File: config.mk
export PLATFORM = sky130hd
export DESIGN_NAME = nrx_input_sorter
export DESIGN_NICKNAME = d
export VERILOG_FILES = /design/src/rtl/nrx_pkg.sv /design/src/rtl/nrx_fifo.sv /design/src/rtl/nrx_credit_bank.sv /design/src/rtl/nrx_input_sorter.sv
export SDC_FILE = /design/constraint.sdc
export NUM_CORES = 1
export LEC_CHECK = 0
export BUFFER_PORTS_ARGS = -buffer_cell sky130_fd_sc_hd__buf_2
export CORE_ASPECT_RATIO = 0.7
export CORE_MARGIN = 4
export CORE_UTILIZATION = 40
export CTS_CLUSTER_DIAMETER = 50
export DETAILED_ROUTE_END_ITERATION = 12
export GPL_TIMING_DRIVEN = 1
export HOLD_SLACK_MARGIN = 0.06
export PLACE_DENSITY = 0.62
export SLEW_MARGIN = 10
export SYNTH_ARGS = -nofsm -noshare
export SYNTH_HDL_FRONTEND = slang
export SYNTH_SLANG_ARGS = --single-unit
File: constraint.sdc
create_clock -name clk -period 3.7 [get_ports clk]
set_clock_uncertainty 0.1 [all_clocks]
set_input_delay 0.74 -clock clk [delete_from_list [all_inputs] [get_ports clk]]
set_output_delay 0.74 -clock clk [all_outputs]
set_load 0.1 [all_outputs]
File: src/rtl/nrx_pkg.sv
package nrx_pkg;
  localparam int TAG_W_DEF  = 4;
  localparam int DATA_W_DEF = 16;

  typedef enum logic {KIND_REPLY = 1'b0, KIND_REQ = 1'b1} pkt_kind_e;

  function automatic int src_width(input int n);
    return (n < 2) ? 1 : $clog2(n);
  endfunction
endpackage

File: src/rtl/nrx_fifo.sv
module nrx_fifo #(
  parameter int W     = 8,
  parameter int DEPTH = 2
) (
  input  logic         clk,
  input  logic         rst_n,
  input  logic         push,
  input  logic [W-1:0] din,
  input  logic         pop,
  output logic [W-1:0] dout,
  output logic         empty,
  output logic         full
);
  localparam int AW = (DEPTH > 1) ? $clog2(DEPTH) : 1;
  localparam int CW = $clog2(DEPTH + 1);

  logic [W-1:0]  mem [DEPTH];
  logic [AW-1:0] wr_ptr, rd_ptr;
  logic [CW-1:0] count;

  function automatic logic [AW-1:0] step(input logic [AW-1:0] p);
    return (p == AW'(DEPTH - 1)) ? '0 : p + 1'b1;
  endfunction

  assign empty = (count == '0);
  assign full  = (count == CW'(DEPTH));
  assign dout  = mem[rd_ptr];

  always_ff @(posedge clk) begin
    if (push) mem[wr_ptr] <= din;
  end

  always_ff @(posedge clk or negedge rst_n) begin
    if (!rst_n) begin
      wr_ptr <= '0;
      rd_ptr <= '0;
      count  <= '0;
    end else begin
      if (push) wr_ptr <= step(wr_ptr);
      if (pop)  rd_ptr <= step(rd_ptr);
      case ({push, pop})
        2'b10:   count <= count + 1'b1;
        2'b01:   count <= count - 1'b1;
        default: count <= count;
      endcase
    end
  end

  // storage never written past capacity
  p_no_overflow_r3: assert property (@(posedge clk) disable iff (!rst_n)
    push && !pop |-> !full);
  // nothing is taken from an empty queue
  p_no_underflow_r9: assert property (@(posedge clk) disable iff (!rst_n)
    pop |-> !empty);
endmodule

File: src/rtl/nrx_credit_bank.sv
module nrx_credit_bank #(
  parameter int NSRC  = 3,
  parameter int SLOTS = 2,
  parameter int SRC_W = 2
) (
  input  logic             clk,
  input  logic             rst_n,
  input  logic             take,
  input  logic [SRC_W-1:0] take_src,
  input  logic             give,
  input  logic [SRC_W-1:0] give_src,
  output logic [NSRC-1:0]  avail
);
  localparam int CNT_W = $clog2(SLOTS + 1);

  for (genvar g = 0; g < NSRC; g++) begin : g_src
    logic [CNT_W-1:0] used;
    logic take_g, give_g;

    assign take_g   = take && (take_src == SRC_W'(g));
    assign give_g   = give && (give_src == SRC_W'(g));
    assign avail[g] = (used < CNT_W'(SLOTS));

    always_ff @(posedge clk or negedge rst_n) begin
      if (!rst_n)                used <= '0;
      else if (take_g && !give_g) used <= used + 1'b1;
      else if (give_g && !take_g) used <= used - 1'b1;
    end

    // a source never holds more than its reserved slots
    p_credit_bound_r4: assert property (@(posedge clk) disable iff (!rst_n)
      used <= CNT_W'(SLOTS));
    // a credit is only returned for a request that spent one
    p_credit_return_r4: assert property (@(posedge clk) disable iff (!rst_n)
      give_g |-> used != '0);
  end
endmodule

File: src/rtl/nrx_input_sorter.sv
module nrx_input_sorter
  import nrx_pkg::*;
#(
  parameter int NODES      = 4,
  parameter int SLOTS      = 2,
  parameter int TAG_W      = TAG_W_DEF,
  parameter int DATA_W     = DATA_W_DEF,
  parameter int NACK_DEPTH = 2,
  localparam int NSRC      = NODES - 1,
  localparam int SRC_W     = src_width(NODES - 1)
) (
  input  logic              clk,
  input  logic              rst_n,
  input  logic              in_valid,
  output logic              in_ready,
  input  logic              in_is_req,
  input  logic [SRC_W-1:0]  in_src,
  input  logic [TAG_W-1:0]  in_tag,
  input  logic [DATA_W-1:0] in_data,
  output logic              req_valid,
  input  logic              req_ready,
  output logic [SRC_W-1:0]  req_src,
  output logic [TAG_W-1:0]  req_tag,
  output logic [DATA_W-1:0] req_data,
  output logic              rsp_valid,
  input  logic              rsp_ready,
  output logic [SRC_W-1:0]  rsp_src,
  output logic [TAG_W-1:0]  rsp_tag,
  output logic [DATA_W-1:0] rsp_data,
  output logic              nack_valid,
  input  logic              nack_ready,
  output logic [SRC_W-1:0]  nack_src,
  output logic [TAG_W-1:0]  nack_tag
);
  localparam int REQ_DEPTH = SLOTS * NSRC;
  localparam int PKT_W     = SRC_W + TAG_W + DATA_W;
  localparam int NK_W      = SRC_W + TAG_W;

  logic [NSRC-1:0] avail;
  logic credit_ok, accept, is_req;
  logic rq_push, rq_pop, rq_empty, rq_full;
  logic rs_push, rs_pop, rs_empty, rs_full;
  logic nk_push, nk_pop, nk_empty, nk_full;
  logic [PKT_W-1:0] in_pkt, rq_head, rs_head;
  logic [NK_W-1:0]  nk_head;

  assign is_req = (in_is_req == KIND_REQ);
  assign in_pkt = {in_src, in_tag, in_data};

  always_comb begin
    credit_ok = 1'b0;
    for (int i = 0; i < NSRC; i++)
      if (in_src == SRC_W'(i)) credit_ok = avail[i];
  end

  // Refused requests only stall when the NACK store has no room.
  assign in_ready = is_req ? (credit_ok || !nk_full) : 1'b1;
  assign accept   = in_valid && in_ready;

  assign rq_push = accept && is_req && credit_ok;
  assign nk_push = accept && is_req && !credit_ok;
  assign rs_push = accept && !is_req && !rs_full;

  assign rq_pop = req_valid && req_ready;
  assign rs_pop = rsp_valid && rsp_ready;
  assign nk_pop = nack_valid && nack_ready;

  nrx_credit_bank #(.NSRC(NSRC), .SLOTS(SLOTS), .SRC_W(SRC_W)) u_credit (
    .clk(clk), .rst_n(rst_n),
    .take(rq_push), .take_src(in_src),
    .give(rq_pop),  .give_src(req_src),
    .avail(avail)
  );

  nrx_fifo #(.W(PKT_W), .DEPTH(REQ_DEPTH)) u_req_q (
    .clk(clk), .rst_n(rst_n), .push(rq_push), .din(in_pkt),
    .pop(rq_pop), .dout(rq_head), .empty(rq_empty), .full(rq_full)
  );

  nrx_fifo #(.W(PKT_W), .DEPTH(SLOTS)) u_rsp_q (
    .clk(clk), .rst_n(rst_n), .push(rs_push), .din(in_pkt),
    .pop(rs_pop), .dout(rs_head), .empty(rs_empty), .full(rs_full)
  );

  nrx_fifo #(.W(NK_W), .DEPTH(NACK_DEPTH)) u_nack_q (
    .clk(clk), .rst_n(rst_n), .push(nk_push), .din({in_src, in_tag}),
    .pop(nk_pop), .dout(nk_head), .empty(nk_empty), .full(nk_full)
  );

  assign req_valid = !rq_empty;
  assign {req_src, req_tag, req_data} = rq_head;
  assign rsp_valid = !rs_empty;
  assign {rsp_src, rsp_tag, rsp_data} = rs_head;
  assign nack_valid = !nk_empty;
  assign {nack_src, nack_tag} = nk_head;

  // a reply must never meet a full reply queue (input protocol)
  p_reply_room_r3: assert property (@(posedge clk) disable iff (!rst_n)
    in_valid && !is_req |-> !rs_full);
  // credits keep the shared request store from overflowing
  p_req_room_r3: assert property (@(posedge clk) disable iff (!rst_n)
    rq_push && !rq_pop |-> !rq_full);
  // an accepted reply is visible on the reply port next cycle
  p_reply_lands_r1: assert property (@(posedge clk) disable iff (!rst_n)
    accept && !is_req |=> rsp_valid);
  // a pending NACK is held steady until taken
  p_nack_hold_r6: assert property (@(posedge clk) disable iff (!rst_n)
    nack_valid && !nack_ready |=> nack_valid && $stable(nack_src) && $stable(nack_tag));
  // a refused request never enters the request queue
  p_refuse_excl_r5: assert property (@(posedge clk) disable iff (!rst_n)
    !(rq_push && nk_push));
  // sources stay in the legal remote range
  p_src_range_r2: assert property (@(posedge clk) disable iff (!rst_n)
    in_valid |-> in_src < SRC_W'(NSRC));
endmodule

# ---- After elaboration in Yosys (flattened, before gate mapping)
# Memory sizes are Yosys's and may differ from the RTL's.
# Index checks and enable logic that the tools add are counted.
dict set report word_totals {
  latch_bits 0
  regBits 23
  out_inout_bits 54
  mem_bits_ro 0
  inputBits 29
  elab_cells 121
  memories 3
  mem_bits_rw 188
}
dict set report op_classes {
  reduce_logical 46
  shifts 0
  mux 25
  eq_ne 14
  n_lt_le_gt_ge 3
  n_addsub 18
  multipliers 0
  n_bitwise 0
  div 0
}
# name depth word_bits read_ports rd_ports_with_merged_regs wr line_no
set memory_table {}
lappend memory_table {u_req_q.mem 6 22 1 0 1 nrx_fifo.sv:17} ;# logic [W-1:0] mem [DEPTH];
lappend memory_table {u_rsp_q.mem 2 22 1 0 1 nrx_fifo.sv:17}
lappend memory_table {u_nack_q.mem 2 6 1 0 1 nrx_fifo.sv:17}
# op n
set op_table {}
lappend op_table {{$logic_and A1 B1 Y1} 21}
lappend op_table {{$eq A2 B2 Y1 const B} 7}
lappend op_table {{$mux W1} 14}
lappend op_table {{$logic_not A1 Y1} 13}
lappend op_table {{$mux W2} 6}
lappend op_table {{$reduce_bool A2 Y1} 6}
lappend op_table {{$add A2 B1 Y2 const B} 5}
lappend op_table {{$eq A2 B1 Y1 const B} 5}
lappend op_table {{$sub A2 B1 Y2 const B} 5}
lappend op_table {{$add A3 B1 Y3 const B} 3}
lappend op_table {{$logic_not A2 Y1} 4}
lappend op_table {{$pmux W2 S2} 2}
lappend op_table {{$eq A3 B3 Y1 const B} 2}
lappend op_table {{$lt A2 B2 Y1 const B} 3}
lappend op_table {{$mux W3} 2}
lappend op_table {{$pmux W3 S2} 1}
lappend op_table {{$add A1 B1 Y1 const B} 4}
lappend op_table {{$logic_not A3 Y1} 1}
lappend op_table {{$sub A3 B1 Y3 const B} 1}
lappend op_table {{$logic_or A1 B1 Y1} 1}

# ---- Depth between registers and ports, before layout
# Gate-level depths: netlist (run 1).
dict set report logic_depth {
  word_depth 14
  depth_mapped 10
  depth_no_buf 9
}

# ---- By module
# A second synthesis (run 1) with hierarchy kept.
dict set report hier_totals {
  cells_unflattened 469
  area_unflattened_um2 8526.9
}
# mod area_each_um2 seq_area_each_um2 instances cells_each
set by_module_without_submodules {}
lappend by_module_without_submodules {{nrx_fifo at u_req_q} 5693.0 4189.0 1 305}
lappend by_module_without_submodules {{nrx_fifo at u_rsp_q} 1776.7 1421.4 1 84}
lappend by_module_without_submodules {{nrx_fifo at u_nack_q} 619.3 460.4 1 35}
lappend by_module_without_submodules {nrx_credit_bank 337.8 150.1 1 30}
lappend by_module_without_submodules {nrx_input_sorter 100.1 0.0 1 15}

# ---- Worst setup path before layout (run 1)
# No wires, ideal clock.
dict set report synth_path {
  path_type {input -> register}
  start {input port in_src[0]}
  end {memory u_req_q.mem[0][0] (netlist bit), enable pin}
  required_ns 3.143
  n_path_buf 0
  slack_ns -0.427
  arrival_ns 3.570
  cell_stages 4
  setup_time_ns 0.457
  cell_sequence {mux2_4 o22ai_4 nand3_4 nor4_1}
}
dict set report synth_between {
  elab_chain_cells 11
  word_cells_on_any_way 13
  classes_between {eq/ne: 2; mux: 6; reduce/logical: 5}
}
# element line_no
set synth_lines {}
lappend synth_lines {{from (decl)} nrx_input_sorter.sv:17} ;# input logic [SRC_W-1:0] in_src,
lappend synth_lines {{$logic_not A2 Y1} nrx_input_sorter.sv:53} ;# if (in_src == SRC_W'(i)) credit_ok = avail[i];
lappend synth_lines {{$mux W1 (2 in a row)} nrx_input_sorter.sv:53}
lappend synth_lines {{$mux W1 *} nrx_input_sorter.sv:53}
lappend synth_lines {{$logic_or A1 B1 Y1} nrx_input_sorter.sv:57} ;# assign in_ready = is_req ? (credit_ok || !nk_full) : 1'b1;
lappend synth_lines {{$mux W1} nrx_input_sorter.sv:57}
lappend synth_lines {{$logic_and A1 B1 Y1} nrx_input_sorter.sv:58} ;# assign accept = in_valid && in_ready;
lappend synth_lines {{$logic_and A1 B1 Y1} nrx_input_sorter.sv:60} ;# assign rq_push = accept && is_req && credit_ok;
lappend synth_lines {{$logic_and A1 B1 Y1 *} nrx_input_sorter.sv:60}
lappend synth_lines {{$mux W1 *} nrx_fifo.sv:30} ;# if (push) mem[wr_ptr] <= din;
lappend synth_lines {{$mux W1 (not written as such) *} nrx_fifo.sv:30}
lappend synth_lines {{to (decl)} nrx_fifo.sv:17}
# Every way passes the cells marked *; elsewhere a longest branch is shown, timed or not.

# ---- Final worst setup path (run 1)
dict set report layout_path {
  start {register u_req_q.rd_ptr[0]}
  end {output port req_data[3]}
}
dict set report layout_between {
  elab_chain_cells 1
}
# element line_no
set layout_lines {}
lappend layout_lines {{from (decl)} nrx_fifo.sv:18} ;# logic [AW-1:0] wr_ptr, rd_ptr;
lappend layout_lines {{from (signal assigned)} nrx_fifo.sv:40} ;# if (pop) rd_ptr <= step(rd_ptr);
lappend layout_lines {{$mem_v2 Z6 W22} --}
lappend layout_lines {{to (decl)} nrx_input_sorter.sv:24} ;# output logic [DATA_W-1:0] req_data,
# Every way passes these cells.

==> impl_metrics.env, run 1 <==
export IMPL_grt_usage_pct=13.5
export IMPL_die_x_um=180
export IMPL_grt_pass1_wl_um=24500
export IMPL_clk_pin_slew_ns=0.06
export IMPL_num_antenna_cells=0
export IMPL_r2r_slack_ns=1.24
export IMPL_arrival_ns=2.53
export IMPL_critPathLaunchType="register"
export IMPL_yosys_area_share_simple_pct=4.55
export IMPL_post_cts_buffers=0
export IMPL_drive_gt1_share_pct=36.0
export IMPL_ctsLongestPathBuffers=3
export IMPL_worstHoldPathType="in -> async"
export IMPL_ioPinCount=83
export IMPL_antenna_found_initial=1
export IMPL_drt_initial_drc_count=329
export IMPL_clockRootBuffer="clkbuf_16"
export IMPL_avgSynthCellArea_um2=18.9
export IMPL_yosysMostFrequentCell="edfxtp_1"
export IMPL_synthDistinctLibCells=38
export IMPL_syn_inst=437
export IMPL_period_needed_ns=3.37
export IMPL_ys_seq_area_share_pct=75.4
export IMPL_synth_xor_area_share_pct=2.64
export IMPL_period_share_pct=91.0
export IMPL_synth_area_leader_cell="edfxtp_1"
export IMPL_ctsHoldBuffers=0
export IMPL_critPathBufInv=2
export IMPL_cts_tree="yes"
export IMPL_place_gp_congestion=0.785
export IMPL_path_max_fanout=18
export IMPL_syn_nets=473
export IMPL_cts_resized=0
export IMPL_critPathLaunch="u_req_q.rd_ptr[0]"
export IMPL_start_util_pct=41.2
export IMPL_hold_violations=0
export IMPL_grt_max_degree=34
export IMPL_worst_slew_margin_rel_pct=50.8
export IMPL_via_per_inst=4.89
export IMPL_die_area_um2=23000
export IMPL_syn_area_um2=8250
export IMPL_clk_latency_ns=0.48
export IMPL_cpPeakStageDelay_ns=0.64
export IMPL_ys_ff_latch=211
export IMPL_yosys_most_used_dff="edfxtp_1"
export IMPL_setup_tns_ns=0
export IMPL_synth_warning_count=0
export IMPL_fmax_ghz=0.297
export IMPL_ctsHtreeMaxLevel=1
export IMPL_synth_area_mux_share_pct=13.2
export IMPL_final_net_count=579
export IMPL_syn_to_final_growth_pct=18.7
export IMPL_ant_nets=0
export IMPL_crit_slowest_cell="dfrtp_4"
export IMPL_seqCellArea_um2=6230
export IMPL_dr_total_vias=4050
export IMPL_max_cap_viol_count=0
export IMPL_worstPathCellList="buf_4 -> mux4_2 -> nor2_1 -> a21oi_1 -> buf_2"
export IMPL_critPathTopFamily="buffers and inverters"
export IMPL_multiInputGateArea_um2=1970
export IMPL_grt_overflow=0
export IMPL_tightest_slew_ns=0.739
export IMPL_path_class="reg -> out"
export IMPL_io_buffers=82
export IMPL_num_rows=43
export IMPL_rsz0062_at_grt="false"
export IMPL_async_flop_share_pct=10.9
export IMPL_core_um2=20000
export IMPL_outcome="finished clean"
export IMPL_drt_total_wl_um=15400
export IMPL_wl_per_cell_um=18.6
export IMPL_synth_top_area_share_pct=68.4
export IMPL_cts_buffers=21
export IMPL_drc_errors=0
export IMPL_crit_path_end_kind="output pin"
export IMPL_grt_pass1_vias=4239
export IMPL_dr_pass1_iters=4
export IMPL_cp_required_ns=2.86
export IMPL_synth_area_leaders="edfxtp_1 (68%), dfrtp_1 (7.0%), mux4_2 (5.5%), mux2_2 (4.0%), mux2i_1 (2.9%)"
export IMPL_setup_violations=0
export IMPL_synthAdderAreaFrac_pct=1.15
export IMPL_finalMaxSlewViolations=0
export IMPL_synth_common_cells="edfxtp_1 (188), nor2_1 (33), mux2_2 (29)"
export IMPL_filler_cell_count=1688
export IMPL_hpwl_um=9970
export IMPL_die_h_um=128
export IMPL_synth_top_family_by_area="multiplexers"
export IMPL_synth_compound_area_share_pct=1.70
export IMPL_synth_edf_count=188
export IMPL_r2r_start="u_req_q.rd_ptr[0]"
export IMPL_cts_sinks=211
cell type report:
cell class	instances	share of cell area (%)
Clock inverter	12	1.18
Clock buffer	26	5.56
Tap cell	270	3.45
Inverter	8	0.307
Timing Repair Buffer	100	5.83
Multi-Input combinational cell	201	20.1
Sequential cell	211	63.6
cell usage in the layout, fill, tap and decap left out, drive strengths merged, types with 2 or more instances in the layout:
cell type and instances:
xnor2 11, nor3 3, nand2 6, inv 9
mux2i 24, edfxtp 188, clkinv 8, or3 2
and2 3, xor2 13, nor2b 4, nand2b 2
a21oi 20, dfrtp 23, mux2 35, bufinv 2
or2 2, ha 6, nor4b 2, nand3 6
buf 100, clkbuf 26, mux4 20, nor2 33
worst reg2reg max path, stage by stage (launching register included):
cell and delay [ns]:
dfrtp_4 0.64, buf_12 0.24, mux2i_1 0.21, nor3_1 0.10, a221oi_2 0.33, nand3_1 0.14, ha_1 0.21, xor2_1 0.14
nor2_1 0.12, xor2_1 0.16
per-stage QoR:
step | instances | hold slack (ns) | area, um^2 | setup WS [ns] | util [%]
6_report | 828 | 0.145 | 9790 | 0.334 | 48.9
5_1_grt | 828 | 0.155 | 9790 | 0.162 | 48.9
4_1_cts | 828 | 0.134 | 9790 | 0.273 | 48.9
3_5_place_dp | 790 | 0.350 | 9130 | 0.710 | 45.6
3_3_place_gp | 790 | 0.349 | 9130 | 0.723 | 45.6
2_1_floorplan | 437 | 0.334 | 8260 | 0.207 | -
logic make-up (layout without fill, tap and decap cells):
group | after synthesis | after routing
flops | 211 | 211
mux | 79 | 79
simple gates | 68 | 68
buf+inv | 25 | 146
xor+xnor | 24 | 24
compound gates | 23 | 23
fa+ha+maj | 7 | 7
flip-flops by register name, summed over array words and instances, names as in the netlist:
register / flops
u_credit.g_src.used: 6
u_nack_q.count: 2
u_nack_q.mem: 12
u_nack_q.rd_ptr: 1
u_nack_q.wr_ptr: 1
u_req_q.count: 3
u_req_q.mem: 132
u_req_q.rd_ptr: 3
u_req_q.wr_ptr: 3
u_rsp_q.count: 2
u_rsp_q.mem: 44
u_rsp_q.rd_ptr: 1
u_rsp_q.wr_ptr: 1
final timing paths:
path,cells after the start,end
min reg2reg,1,u_req_q.count[2]
min,1,u_nack_q.rd_ptr
min in group clk,1,u_req_q.count[2]
max reg2reg,9,u_credit.g_src[0].used[1]
max,5,req_data[3]
max in group asynchronous,1,u_req_q.rd_ptr[0]
metal layers:
layer	track usage, %	wire length (um)	up-vias
met5	0	13	-
met4	2.96	275	2
met3	2.61	584	27
met2	21.1	7010	85
met1	19.9	7530	2037
li1	-	-	1899
Power of run 1 is not shown: default switching activity piles up to over one toggle a cycle in this logic, so the estimate is an artifact.
==> run 2, diff against run 1 <==
Settings changed: ABC_AREA set to 1, BUFFER_PORTS_ARGS -buffer_cell sky130_fd_sc_hd__buf_2 to unset, CTS_BUF_LIST set to sky130_fd_sc_hd__clkbuf_8, DONT_BUFFER_PORTS set to 1, PLACE_DENSITY 0.62 to 0.58.
==> run 2 against run 1 <==
Compared with the run above: global-route usage rose by 2.4 points; flip-flop and latch count did not move; die area rose by 3.0%; largest cell class unchanged.
==> impl_metrics.env, run 2 <==
export IMPL_final_common_cell="nand2_1"
export IMPL_setup_tns_ns=0
export IMPL_layout_common_cells="nand2_1 (223), edfxtp_1 (188), inv_1 (62)"
export IMPL_io_buffers=0
export IMPL_arrival_ns=2.53
export IMPL_path_max_fanout=32
export IMPL_tightest_slew_ns=0.913
export IMPL_core_um2=20800
export IMPL_final_net_count=811
export IMPL_max_cap_viol_count=0
export IMPL_num_antenna_cells=0
export IMPL_cp_required_ns=2.86
export IMPL_drt_initial_drc_count=480
export IMPL_hpwl_um=12200
export IMPL_die_h_um=130
export IMPL_clk_latency_ns=0.50
export IMPL_grt_pass1_wl_um=29200
export IMPL_clockRootBuffer="clkbuf_8"
export IMPL_hold_violations=0
export IMPL_critPathLaunchType="register"
export IMPL_yosys_most_used_dff="edfxtp_1"
export IMPL_drc_errors=0
export IMPL_place_area_um2=9160
export IMPL_top_register="u_req_q.mem"
export IMPL_path_class="reg -> out"
export IMPL_setup_violations=0
export IMPL_outcome="finished clean"
export IMPL_place_gp_congestion=0.809
export IMPL_worst_slew_margin_rel_pct=39.0
export IMPL_worstPathCellList="inv_4 -> nand2_2 -> inv_2 -> nand2_1 -> nand3_1 -> nand2_1 -> nand2_1 -> buf_4"
export IMPL_antenna_found_initial=0
export IMPL_ctsHtreeMaxLevel=2
export IMPL_worstHoldStart="in_tag[1]"
export IMPL_grt_overflow=0
export IMPL_cpPeakStageDelay_ns=0.61
export IMPL_fin_hold_ws_ns=0.236
export IMPL_cts_tree="yes"
export IMPL_critPathBufInv=3
export IMPL_syn_nets=739
export IMPL_synth_top_area_share_pct=66.3
export IMPL_grt_max_degree=40
export IMPL_synth_edf_count=188
export IMPL_synth_common_cells="nand2_1 (223), edfxtp_1 (188), inv_1 (55)"
export IMPL_drt_total_wl_um=18800
export IMPL_ant_nets=0
export IMPL_ctsHoldBuffers=2
export IMPL_clk_pin_slew_ns=0.06
export IMPL_cts_buffers=34
export IMPL_start_util_pct=40.9
export IMPL_critPathLaunch="u_req_q.rd_ptr[0]"
export IMPL_crit_path_end_kind="output pin"
export IMPL_ioPinCount=83
export IMPL_cp_common_cell="nand2_1"
export IMPL_dr_pass1_iters=5
export IMPL_utilization_pct=47.3
export IMPL_die_x_um=182
export IMPL_wl_per_cell_um=17.5
export IMPL_period_share_pct=91.2
export IMPL_num_rows=44
export IMPL_synth_area_leaders="edfxtp_1 (66%), nand2_1 (9.8%), dfrtp_1 (6.8%), inv_1 (2.4%), nor2_1 (2.4%)"
export IMPL_period_needed_ns=3.37
export IMPL_crit_slowest_cell="dfrtp_2"
export IMPL_syn_area_um2=8510
export IMPL_stdcell_area_um2=9850
export IMPL_cts_resized=0
export IMPL_syn_to_final_growth_pct=15.7
export IMPL_filler_cell_count=1855
export IMPL_via_per_inst=4.80
export IMPL_rsz0062_at_grt="false"
export IMPL_post_cts_buffers=0
export IMPL_synthDistinctLibCells=27
export IMPL_largest_register_ffs=132
export IMPL_worstHoldPathType="in -> reg"
export IMPL_avgSynthCellArea_um2=12.1
export IMPL_die_area_um2=23700
export IMPL_drive_gt1_share_pct=16.1
export IMPL_finalMaxSlewViolations=0
export IMPL_async_flop_share_pct=10.9
export IMPL_grt_usage_pct=15.9
export IMPL_top_regs="u_req_q.mem x132, u_rsp_q.mem x44, u_nack_q.mem x12"
export IMPL_syn_inst=703
export IMPL_r2r_start="u_req_q.rd_ptr[0]"
export IMPL_yosysMostFrequentCell="nand2_1"
export IMPL_ys_ff_latch=211
export IMPL_ctsLongestPathBuffers=3
export IMPL_grt_pass1_vias=5226
export IMPL_ys_seq_area_share_pct=73.1
export IMPL_fmax_ghz=0.296
export IMPL_critPathTopFamily="buffers and inverters"
export IMPL_synth_warning_count=0
export IMPL_dr_total_vias=5169
export IMPL_cts_sinks=211
export IMPL_synth_area_leader_cell="edfxtp_1"
## run 2: cell types whose count changed after synthesis, moves of 6 or more
cell      before  now
nand2_1        6  223
nor2_1        33   54
buf_6          0    8
nand3_1        5   33
xor2_1        13    7
o21ai_0        1   30
mux2_2        29    0
mux2i_1       24    0
o211ai_1       0   21
a21oi_1       20    8
inv_1          7   55
mux4_2        20    0
## run 2: metrics by stage
stage | instances | worst slack, ns
floorplan | 703 | 0.424
global placement | 1013 | 0.849
detailed placement | 1013 | 0.764
CTS | 1076 | 0.283
global route | 1076 | 0.101
finish | 1076 | 0.326
## run 2: layout make-up
cell class	count	area (um^2)	area share (%)
clock inverters	25	170	1.73
clock buffers	36	495	5.03
flip-flops and latches	211	6220	63.2
inverters	60	228	2.31
multi-input cells	407	1920	19.5
repair buffers	61	473	4.80
well taps	276	345	3.51
## run 2: final timing paths
path,to,slack (ns),cells after the start
worst min-delay path,u_nack_q.mem[1][1],0.24,0
worst max-delay path,req_data[12],0.33,8
min in group asynchronous,u_nack_q.count[0],0.57,2
worst min register to register,u_nack_q.wr_ptr,0.38,2
max in group asynchronous,u_req_q.rd_ptr[0],2.75,2
worst max register to register,u_credit.g_src[2].used[1],0.77,10
## run 2: logic make-up after synthesis
| kind of cell | count (synthesis) | share of synthesized area, % |
|---|---|---|
| AND/OR/NAND/NOR | 324 | 15.2 |
| XOR/XNOR | 16 | 1.65 |
| AO/OA/AOI/OAI | 60 | 4.19 |
| flip-flops | 211 | 73.1 |
| buffers and inverters | 85 | 4.70 |
| adder cells (fa/ha/maj) | 7 | 1.12 |
## run 2: routing by layer
| metal | global-route usage, % | up-vias | part of all wire (%) |
|---|---|---|---|
| met2 | 24.5 | 147 | 45 |
| met3 | 3.82 | 26 | 6.9 |
| met4 | 4.41 | 0 | 1.8 |
| li1 | - | 2523 | - |
| met5 | 0 | - | 0 |
| met1 | 22.9 | 2473 | 47 |
Power of run 2 is left out for the same reason.
==> run 3, diff against run 2 <==
Settings changed: CORE_MARGIN 4 to unset.
==> run 3 against run 2 <==
Compared with the run above: design area down 0.47%; sequential share of layout area up 0.30 points; flip-flop and latch count unchanged; first-iteration DRC count down 15%; clock-buffer cell count up 1; die area down 7.8%; worst hold slack worse by 0.0038 ns; cell count down 0.19%; global-route usage up 2.4 points; non-clock buffer count unchanged.
==> impl_metrics.env, run 3 (synthesis results as in run 2) <==
export IMPL_outcome="finished clean"
export IMPL_setup_violations=0
export IMPL_setup_tns_ns=0
export IMPL_grt_pass1_wl_um=29900
export IMPL_rsz0062_at_grt="false"
export IMPL_wl_per_cell_um=17.9
export IMPL_fin_ws_ns=0.418
export IMPL_io_buffers=0
export IMPL_start_util_pct=40.9
export IMPL_post_place_ws_ns=0.924
export IMPL_dr_pass1_iters=5
export IMPL_syn_to_final_growth_pct=15.2
export IMPL_largest_register_ffs=132
export IMPL_layout_common_cells="nand2_1 (223), edfxtp_1 (188), inv_1 (67)"
export IMPL_filler_cell_count=1869
export IMPL_die_area_um2=21900
export IMPL_hold_path_depth=0
export IMPL_dr_total_vias=5292
export IMPL_final_common_cell="nand2_1"
export IMPL_r2r_slack_ns=1.02
export IMPL_cts_sinks=211
export IMPL_drive_gt1_share_pct=15.0
export IMPL_grt_overflow=0
export IMPL_seqCellArea_um2=6220
export IMPL_post_cts_buffers=0
export IMPL_stdcell_area_um2=9800
export IMPL_ctsLongestPathBuffers=3
export IMPL_ctsHoldBuffers=2
export IMPL_worstHoldPathType="in -> reg"
export IMPL_grt_max_degree=54
export IMPL_antenna_found_initial=0
export IMPL_place_area_um2=9160
export IMPL_top_regs="u_req_q.mem x132, u_rsp_q.mem x44, u_nack_q.mem x12"
export IMPL_worst_slew_margin_rel_pct=38.2
export IMPL_max_cap_viol_count=0
export IMPL_ioPinCount=83
export IMPL_final_net_count=811
export IMPL_hold_violations=0
export IMPL_grt_usage_pct=18.3
export IMPL_finalMaxSlewViolations=0
export IMPL_cts_tree="yes"
export IMPL_crit_path_end_kind="output pin"
export IMPL_hpwl_um=12000
export IMPL_core_um2=20800
export IMPL_top_register="u_req_q.mem"
export IMPL_tightest_slew_ns=0.925
export IMPL_timing_rr_end="u_credit.g_src[2].used[1]"
export IMPL_multiInputGateArea_um2=1920
export IMPL_endpoint="req_data[10]"
export IMPL_critPathLaunch="u_req_q.rd_ptr[0]"
export IMPL_place_gp_congestion=0.740
export IMPL_ant_nets=0
export IMPL_cts_resized=0
export IMPL_ctsHtreeMaxLevel=2
export IMPL_drt_initial_drc_count=408
export IMPL_num_rows=44
export IMPL_die_h_um=124
export IMPL_die_x_um=176
export IMPL_drt_total_wl_um=19200
export IMPL_period_needed_ns=3.28
export IMPL_critPathLaunchType="register"
export IMPL_via_per_inst=4.93
export IMPL_arrival_ns=2.44
export IMPL_clk_latency_ns=0.50
export IMPL_cts_buffers=34
export IMPL_num_antenna_cells=0
export IMPL_clockRootBuffer="clkbuf_8"
export IMPL_path_max_fanout=27
export IMPL_path_class="reg -> out"
export IMPL_r2r_start="u_req_q.rd_ptr[0]"
export IMPL_cp_required_ns=2.86
export IMPL_drc_errors=0
export IMPL_fmax_ghz=0.305
export IMPL_clk_pin_slew_ns=0.06
export IMPL_ff2ff_path_depth=12
export IMPL_grt_pass1_vias=5378
export IMPL_period_share_pct=88.7
==> run 3: cell count changes in the layout (fill, tap and decap cells not counted), sizes merged <==
| cell | before | now |
|---|---|---|
| clkinv | 14 | 9 |
| inv | 69 | 72 |
| bufinv | 2 | 1 |
| clkbuf | 36 | 37 |
==> run 3: through the flow <==
stage               hold slack [ns]  instances  utilization (%)
finish                        0.232       1074             47.1
global route                  0.196       1074             47.1
detailed placement            0.345       1013             44.0
floorplan                     0.342        703                -
global placement              0.345       1013             44.0
CTS                           0.196       1074             47.1
==> run 3: worst min-delay path by stage <==
stage	start	to
floorplan	rst_n	u_credit.g_src[0].used[0]
global placement	rst_n	u_rsp_q.count[1]
detailed placement	rst_n	u_rsp_q.count[1]
CTS	in_data[11]	u_req_q.mem[5][11]
global route	in_data[5]	u_req_q.mem[5][5]
finish	in_data[4]	u_req_q.mem[4][4]
==> run 3: critical path: stages, from the launching register on <==
cell and delay, ns:
dfrtp_2 0.54, inv_4 0.30, nand2_2 0.09, inv_2 0.31, nand2_1 0.10, nand3_1 0.13
nand2_1 0.06, nand2_1 0.09, buf_4 0.30
==> run 3: layout make-up <==
class / count / area share, %
tap: 276 / 3.52
multi-input combinational: 407 / 19.6
inverter: 60 / 2.32
clock inverter: 22 / 1.12
timing repair buffer: 61 / 4.82
clock buffer: 37 / 5.19
sequential: 211 / 63.5
==> run 3: routing by layer <==
metal / routed length, um / GRT usage [%] / vias up
met1: 9140 / 25.8 / 2585
met3: 1270 / 4.61 / 29
met5: 0 / 0 / -
met2: 8430 / 27.7 / 156
met4: 363 / 6.14 / 0
li1: - / - / 2522
Power of run 3 is left out for the same reason.
